$ cat src/rtl/sdrt_pkg.sv
package sdrt_pkg;
    localparam int BYTE_W    = 8;
    localparam int ADDR_W    = 7;
    localparam int FRAME_W   = BYTE_W + 1;
    localparam int CNT_W     = $clog2(FRAME_W + 1);

    localparam logic [ADDR_W-1:0] BCAST_ADDR     = 7'h7E;
    localparam logic [BYTE_W-1:0] CMD_DROP_ALL   = 8'h06;
    localparam logic [BYTE_W-1:0] CMD_DROP_ONE   = 8'h86;

    typedef enum logic [2:0] {
        ST_IDLE, ST_HDR, ST_ACK, ST_WR, ST_RD, ST_SKIP
    } phase_e;

    typedef enum logic [1:0] {
        CTX_CMD, CTX_CMD_DATA, CTX_PRIV, CTX_DCMD
    } ctx_e;

    typedef struct packed {
        logic rise;
        logic fall;
        logic start;
        logic stop;
    } line_ev_t;

    function automatic logic frame_odd(input logic [FRAME_W-1:0] f);
        return ^f;
    endfunction

    function automatic logic is_bcast_write(input logic [BYTE_W-1:0] h);
        return h == {BCAST_ADDR, 1'b0};
    endfunction
endpackage

$ cat src/rtl/sdrt_line_events.sv
module sdrt_line_events
    import sdrt_pkg::*;
(
    input  logic     clk,
    input  logic     rst,
    input  logic     scl_i,
    input  logic     sda_i,
    output line_ev_t ev
);
    logic scl_q, sda_q;

    always_ff @(posedge clk) begin
        if (rst) begin
            scl_q <= 1'b1;
            sda_q <= 1'b1;
        end else begin
            scl_q <= scl_i;
            sda_q <= sda_i;
        end
    end

    always_comb begin
        ev.rise  = scl_i & ~scl_q;
        ev.fall  = ~scl_i & scl_q;
        ev.start = scl_i & scl_q & sda_q & ~sda_i;
        ev.stop  = scl_i & scl_q & ~sda_q & sda_i;
    end
endmodule

$ cat src/rtl/sdrt_addr_slot.sv
module sdrt_addr_slot #(
    parameter int AW = 7
) (
    input  logic          clk,
    input  logic          rst,
    input  logic          set_en,
    input  logic [AW-1:0] set_value,
    input  logic          clear,
    output logic          valid,
    output logic [AW-1:0] value
);
    always_ff @(posedge clk) begin
        if (rst) begin
            valid <= 1'b0;
            value <= '0;
        end else if (set_en) begin
            valid <= 1'b1;
            value <= set_value;
        end else if (clear) begin
            valid <= 1'b0;
        end
    end

    // a discard with no load leaves no address
    assert_discard_empties_R8: assert property (@(posedge clk) disable iff (rst)
        (clear && !set_en) |=> !valid);
    // a load beats a discard in the same cycle
    assert_load_beats_discard_R10: assert property (@(posedge clk) disable iff (rst)
        (set_en && clear) |=> (valid && value == $past(set_value)));
endmodule

$ cat src/rtl/sdrt_frame_fsm.sv
module sdrt_frame_fsm
    import sdrt_pkg::*;
(
    input  logic              clk,
    input  logic              rst,
    input  logic              sda_i,
    input  line_ev_t          ev,
    input  logic              da_valid,
    input  logic [ADDR_W-1:0] da_value,
    output logic              addr_clear,
    output logic              sda_oe,
    output logic              sda_out,
    output logic              wr_valid,
    output logic              wr_first,
    output logic [BYTE_W-1:0] wr_data,
    output logic              parity_err,
    input  logic [BYTE_W-1:0] rd_data,
    input  logic              rd_more,
    output logic              rd_take,
    output logic              ccc_valid,
    output logic              ccc_direct,
    output logic [BYTE_W-1:0] ccc_code
);
    localparam logic [CNT_W-1:0] HDR_LAST  = CNT_W'(BYTE_W - 1);
    localparam logic [CNT_W-1:0] TBIT_POS  = CNT_W'(BYTE_W);
    localparam logic [CNT_W-1:0] TBIT_DONE = CNT_W'(BYTE_W + 1);

    phase_e            st;
    ctx_e              ctx;
    logic [CNT_W-1:0]  cnt;
    logic [BYTE_W-1:0] shreg, pend_code;
    logic              pend_q, ack_ph, dir_rd, first_q, more_q;

    logic [BYTE_W-1:0] hdr_byte;
    logic              hdr_bcast, hdr_mine, frame_ok;

    always_comb begin
        hdr_byte  = {shreg[BYTE_W-2:0], sda_i};
        hdr_bcast = is_bcast_write(hdr_byte);
        hdr_mine  = da_valid && (hdr_byte[BYTE_W-1:1] == da_value);
        frame_ok  = frame_odd({shreg, sda_i});
    end

    always_ff @(posedge clk) begin
        if (rst) begin
            st         <= ST_IDLE;
            ctx        <= CTX_PRIV;
            cnt        <= '0;
            shreg      <= '0;
            pend_code  <= '0;
            pend_q     <= 1'b0;
            ack_ph     <= 1'b0;
            dir_rd     <= 1'b0;
            first_q    <= 1'b0;
            more_q     <= 1'b0;
            sda_oe     <= 1'b0;
            sda_out    <= 1'b1;
            wr_valid   <= 1'b0;
            wr_first   <= 1'b0;
            wr_data    <= '0;
            parity_err <= 1'b0;
            rd_take    <= 1'b0;
            ccc_valid  <= 1'b0;
            ccc_direct <= 1'b0;
            ccc_code   <= '0;
            addr_clear <= 1'b0;
        end else begin
            wr_valid   <= 1'b0;
            parity_err <= 1'b0;
            rd_take    <= 1'b0;
            ccc_valid  <= 1'b0;
            addr_clear <= 1'b0;
            if (ev.stop) begin
                st      <= ST_IDLE;
                sda_oe  <= 1'b0;
                sda_out <= 1'b1;
                pend_q  <= 1'b0;
            end else if (ev.start) begin
                st      <= ST_HDR;
                cnt     <= '0;
                sda_oe  <= 1'b0;
                sda_out <= 1'b1;
            end else begin
                unique case (st)
                    ST_HDR: if (ev.rise) begin
                        shreg <= hdr_byte;
                        cnt   <= cnt + 1'b1;
                        if (cnt == HDR_LAST) begin
                            ack_ph <= 1'b0;
                            if (hdr_bcast) begin
                                st     <= ST_ACK;
                                ctx    <= CTX_CMD;
                                dir_rd <= 1'b0;
                                pend_q <= 1'b0;
                            end else if (hdr_mine) begin
                                st     <= ST_ACK;
                                ctx    <= pend_q ? CTX_DCMD : CTX_PRIV;
                                dir_rd <= hdr_byte[0];
                            end else begin
                                st <= ST_SKIP;
                            end
                        end
                    end
                    ST_ACK: if (ev.fall) begin
                        if (!ack_ph) begin
                            sda_oe  <= 1'b1;
                            sda_out <= 1'b0;
                            ack_ph  <= 1'b1;
                        end else if (ctx == CTX_DCMD) begin
                            sda_oe     <= 1'b0;
                            sda_out    <= 1'b1;
                            ccc_valid  <= 1'b1;
                            ccc_direct <= 1'b1;
                            ccc_code   <= pend_code;
                            addr_clear <= (pend_code == CMD_DROP_ONE);
                            st         <= ST_SKIP;
                        end else if (dir_rd) begin
                            shreg   <= {rd_data[BYTE_W-2:0], 1'b0};
                            more_q  <= rd_more;
                            sda_out <= rd_data[BYTE_W-1];
                            sda_oe  <= 1'b1;
                            rd_take <= 1'b1;
                            cnt     <= CNT_W'(1);
                            st      <= ST_RD;
                        end else begin
                            sda_oe  <= 1'b0;
                            sda_out <= 1'b1;
                            cnt     <= '0;
                            first_q <= 1'b1;
                            st      <= ST_WR;
                        end
                    end
                    ST_WR: if (ev.rise) begin
                        if (cnt == TBIT_POS) begin
                            cnt <= '0;
                            if (!frame_ok) begin
                                parity_err <= 1'b1;
                                st         <= ST_SKIP;
                            end else begin
                                unique case (ctx)
                                    CTX_CMD: begin
                                        ctx <= CTX_CMD_DATA;
                                        if (shreg[BYTE_W-1]) begin
                                            pend_q    <= 1'b1;
                                            pend_code <= shreg;
                                        end else begin
                                            ccc_valid  <= 1'b1;
                                            ccc_direct <= 1'b0;
                                            ccc_code   <= shreg;
                                            addr_clear <= (shreg == CMD_DROP_ALL);
                                        end
                                    end
                                    CTX_PRIV: begin
                                        wr_valid <= 1'b1;
                                        wr_data  <= shreg;
                                        wr_first <= first_q;
                                        first_q  <= 1'b0;
                                    end
                                    default: ;
                                endcase
                            end
                        end else begin
                            shreg <= hdr_byte;
                            cnt   <= cnt + 1'b1;
                        end
                    end
                    ST_RD: if (ev.fall) begin
                        if (cnt < TBIT_POS) begin
                            sda_out <= shreg[BYTE_W-1];
                            shreg   <= shreg << 1;
                            cnt     <= cnt + 1'b1;
                        end else if (cnt == TBIT_POS) begin
                            sda_out <= more_q;
                            cnt     <= TBIT_DONE;
                        end else if (more_q) begin
                            shreg   <= {rd_data[BYTE_W-2:0], 1'b0};
                            more_q  <= rd_more;
                            sda_out <= rd_data[BYTE_W-1];
                            rd_take <= 1'b1;
                            cnt     <= CNT_W'(1);
                        end else begin
                            sda_oe  <= 1'b0;
                            sda_out <= 1'b1;
                            st      <= ST_SKIP;
                        end
                    end
                    default: ;
                endcase
            end
        end
    end

    // a stop always frees the data line
    assert_stop_frees_line_R11: assert property (@(posedge clk) disable iff (rst)
        ev.stop |=> !sda_oe);
    // a byte is only taken while the target owns the line
    assert_take_while_driving_R5: assert property (@(posedge clk) disable iff (rst)
        rd_take |-> sda_oe);
    // a low drive only exists in acknowledge or read phases
    assert_low_only_ack_or_read_R1: assert property (@(posedge clk) disable iff (rst)
        (sda_oe && !sda_out) |-> (st == ST_ACK || st == ST_RD));
    // write, parity and command strobes never coincide
    assert_strobes_exclusive_R6: assert property (@(posedge clk) disable iff (rst)
        $onehot0({wr_valid, parity_err, ccc_valid}));
    // after a parity failure no write byte follows in the next cycle
    assert_no_write_after_perr_R4: assert property (@(posedge clk) disable iff (rst)
        parity_err |=> !wr_valid);
endmodule

$ cat src/rtl/sdrt_target.sv
module sdrt_target
    import sdrt_pkg::*;
(
    input  logic              clk,
    input  logic              rst,
    input  logic              scl_i,
    input  logic              sda_i,
    output logic              sda_oe,
    output logic              sda_out,
    input  logic              addr_set,
    input  logic [ADDR_W-1:0] addr_new,
    output logic              wr_valid,
    output logic              wr_first,
    output logic [BYTE_W-1:0] wr_data,
    output logic              parity_err,
    input  logic [BYTE_W-1:0] rd_data,
    input  logic              rd_more,
    output logic              rd_take,
    output logic              ccc_valid,
    output logic              ccc_direct,
    output logic [BYTE_W-1:0] ccc_code
);
    line_ev_t          ev;
    logic              da_valid, addr_clear;
    logic [ADDR_W-1:0] da_value;

    sdrt_line_events u_events (
        .clk   (clk),
        .rst   (rst),
        .scl_i (scl_i),
        .sda_i (sda_i),
        .ev    (ev)
    );

    sdrt_addr_slot #(.AW(ADDR_W)) u_addr (
        .clk       (clk),
        .rst       (rst),
        .set_en    (addr_set),
        .set_value (addr_new),
        .clear     (addr_clear),
        .valid     (da_valid),
        .value     (da_value)
    );

    sdrt_frame_fsm u_fsm (
        .clk        (clk),
        .rst        (rst),
        .sda_i      (sda_i),
        .ev         (ev),
        .da_valid   (da_valid),
        .da_value   (da_value),
        .addr_clear (addr_clear),
        .sda_oe     (sda_oe),
        .sda_out    (sda_out),
        .wr_valid   (wr_valid),
        .wr_first   (wr_first),
        .wr_data    (wr_data),
        .parity_err (parity_err),
        .rd_data    (rd_data),
        .rd_more    (rd_more),
        .rd_take    (rd_take),
        .ccc_valid  (ccc_valid),
        .ccc_direct (ccc_direct),
        .ccc_code   (ccc_code)
    );
endmodule

$ cat config.mk
export PLATFORM = sky130hd
export DESIGN_NAME = sdrt_target
export DESIGN_NICKNAME = d
export VERILOG_FILES = /design/src/rtl/sdrt_pkg.sv /design/src/rtl/sdrt_line_events.sv /design/src/rtl/sdrt_addr_slot.sv /design/src/rtl/sdrt_frame_fsm.sv /design/src/rtl/sdrt_target.sv
export SDC_FILE = /design/constraint.sdc
export NUM_CORES = 1
export LEC_CHECK = 0
export CAP_MARGIN = 5
export CORE_ASPECT_RATIO = 2
export CORE_UTILIZATION = 50
export CTS_CLUSTER_DIAMETER = 120
export DETAILED_ROUTE_END_ITERATION = 12
export GPL_TIMING_DRIVEN = 0
export PLACE_DENSITY = 0.76
export SLEW_MARGIN = 20
export SYNTH_ARGS = -nofsm -noshare
export SYNTH_HDL_FRONTEND = slang
export SYNTH_SLANG_ARGS = --single-unit
$ cat constraint.sdc
create_clock -name clk -period 3.1 [get_ports clk]
set_clock_uncertainty 0.05 [all_clocks]
set_input_delay 0.93 -clock clk [delete_from_list [all_inputs] [get_ports clk]]
set_output_delay 0.93 -clock clk [all_outputs]
set_load 0.02 [all_outputs]
==> flow_summary.toml <==
[logic_synthesis]
synth_seq_area_share = 0.371
syn_nets = 423
syn_inst = 396
ys_ff_latch = 65
synth_cell_types = 65
netlist_area_mm2 = 0.00351
yosysTopAreaCellShare = 0.371
synth_top_area_cell = "dfxtp_1"
syn_area_per_cell_um2 = 8.85
ys_top_cells_by_area = "dfxtp_1 (37%), mux2i_1 (11%), nor2_1 (4.8%), a21oi_1 (3.9%), nand4_1 (2.5%)"
synthFlopType = "dfxtp_1"
synth-edff-count = 0
async_flop_share = 0
ys_warn_count = 0

[grt]
grt_max_degree = 13
busiest_layer = "met2"
grtUsageTotal = 0.321
grtUsageMet2 = 0.556
grt_pass1_wl_mm = 16.9
met3_usage = 0.0684
grtUsageMet1 = 0.304
antenna_found_initial = 0
overflow = 0
grt_pass1_vias = 3329

[route]
post-route-drc-count = 0
routed_wl_mm = 10.8
drt_iter0_drc = 214
dr.pass1.iters = 4
wl_per_cell_um = 19.8
routed_via_density = 6.12
ant_nets = 0
vias = 3322

[place]
gp_congestion = 0.979
placed_cells = 525
dpl_cell_area_mm2 = 0.00403
dpl.hpwl_mm = 8.10
numPortBuffers = 41
dp_slack_ns = -0.784

[cells_and_area]
final_common_cell = "dfxtp_1"
final_cell_mix = "dfxtp_1 (65), nor2_1 (45), clkdlybuf4s50_1 (40), mux2i_1 (37), a21oi_1 (27)"
fin_area_mm2 = 0.00437
fin_cells = 543
num-nets-final = 477
final_util = 0.655
drive_above_1_share = 0.105
area_growth_pct = 24.8
fill_cells = 581
diodes = 0

[floorplan]
dieArea_mm2 = 0.00737
num_io_pins = 45
die_h_um = 120
num_rows = 42
start_util = 0.525
coreArea_mm2 = 0.00667
fp.dieW_um = 61.2

[setup_path]
end_kind = "register"
start_kind = "primary input"
r2r_start = "u_fsm.shreg[6]"
required_ns = 3.27
rrSetupSlack_ns = 0.35
r2r-end = "u_fsm.ctx[1]"
reg2reg_depth = 6
crit_fanout = 7
critPathKind = "in -> reg"
arrival_ns = 3.18

[cts]
ctsHoldBuffers = 0
ctsHtreeMaxLevel = 3
path_clk_slew_ns = 0.06
cts_inserted_buffers = 9
cts_tree = "yes"
clock_path_buffers = 2
clk_latency_ns = 0.33
clock-sinks = 65
clockRootBuffer = "clkbuf_16"

[worst_hold_path]
hold_path_depth = 2
hold_class = "reg -> reg"
worstHoldEndpoint = "u_fsm.sda_oe"
min_from = "u_fsm.sda_oe"

[timing]
fin_crit_ns = 3.01
fin_ws_ns = 0.0904
rsz0062_at_grt = "false"
slew_headroom = 0.339
setup_viol = 0
timing.fmax_ghz = 0.332
timing.final.crit_share = 0.971
tightest_slew_ns = 0.992
fin_hold_ws_ns = 0.414
maxSlewViolCount = 0
hold_viol = 0

[pwr]
powerDensity_mw_per_mm2 = 528
leakage_nw = 1.81
ir_drop_v = 0.000581

[outcome]
status = "complete, no violations"

[run]
maxCapViolCount = 0
cell usage after synthesis, types with 5 or more instances:
cell type / instances
a211oi_1: 9
mux2i_1: 37
xnor2_1: 10
dfxtp_1: 65
o21ai_0: 14
clkbuf_1: 14
nand3_1: 8
nand2_1: 17
nand4_1: 14
a21oi_1: 27
a311oi_1: 7
nor2_1: 45
nor3_1: 6
a31oi_1: 5
nor2b_1: 9
buf_2: 9
ha_1: 6
inv_1: 10
metal layers:
layer	wire, um	vias to the layer above
li1	-	1569
met1	3650	1575
met2	5880	117
met3	412	61
met4	816	0
met5	0	-
worst max-delay path: stages:
cell and delay, ns:
clkdlybuf4s15_2 0.27, inv_1 0.07, ha_1 0.29, xnor3_2 0.30
xor2_1 0.21, a211oi_2 0.34, or3b_4 0.43, a221o_1 0.34
how the worst max path moves through the flow:
stage / end / from / cells after the start / slack [ns]
floorplan: u_fsm.ctx[1] / sda_i / 7 / 0.13
global placement: u_fsm.ctx[1] / sda_i / 8 / -0.72
detailed placement: u_fsm.ctx[1] / sda_i / 8 / -0.78
CTS: u_fsm.ctx[1] / sda_i / 8 / 0.12
global route: u_fsm.ctx[1] / sda_i / 8 / 0.02
finish: u_fsm.ctx[1] / sda_i / 8 / 0.09
report_power, final:
part / switching, mW / internal, mW / total, mW
logic: 0.197 / 0.125 / 0.322
clock network: 0.381 / 0.728 / 1.11
registers: 0.0200 / 0.857 / 0.877
cell families (layout without fill, tap and decap cells):
family                     after synthesis  in the layout  synth area share
and+or+nand+nor                        139            139             0.217
AOI/OAI and AO/OA                       97             97             0.197
DFF                                     65             65             0.371
muxes                                   38             38             0.109
buffers and inverters                   38             97            0.0471
xor gates and xnor gates                13             13            0.0368
adders and majority gates                6              6            0.0214
what timing repair did:
action,4_1_cts,5_1_grt
buffers inserted,1,1
pin swaps,3,1
gates resized for setup,4,0
setup endpoints to repair,32,7
final cells by class:
class,instances,area (um^2),area share
buffer,28,128,0.0292
inverter,10,37.5,0.00858
sequential,65,1300,0.297
tap,88,110,0.0252
multi-input combinational,293,2040,0.467
clock inverter,6,90.1,0.0206
timing repair buffer,43,427,0.0975
clock buffer,10,239,0.0546
stage by stage:
step,TNS (ns),total power [mW]
floorplan,0,1.11
global placement,-17.73,1.20
detailed placement,-19.41,1.21
CTS,0,2.31
global route,0,2.38
finish,0,2.31
sequential cells by signal (all words and copies together), names as in the netlist, 2 cells and up:
signal,flops
u_fsm.ctx,2
u_fsm.ccc_code,8
u_fsm.cnt,4
u_fsm.wr_data,8
u_addr.value,7
u_fsm.shreg,8
u_fsm.st,3
u_fsm.pend_code,8
(Power assumes the default switching activity.)
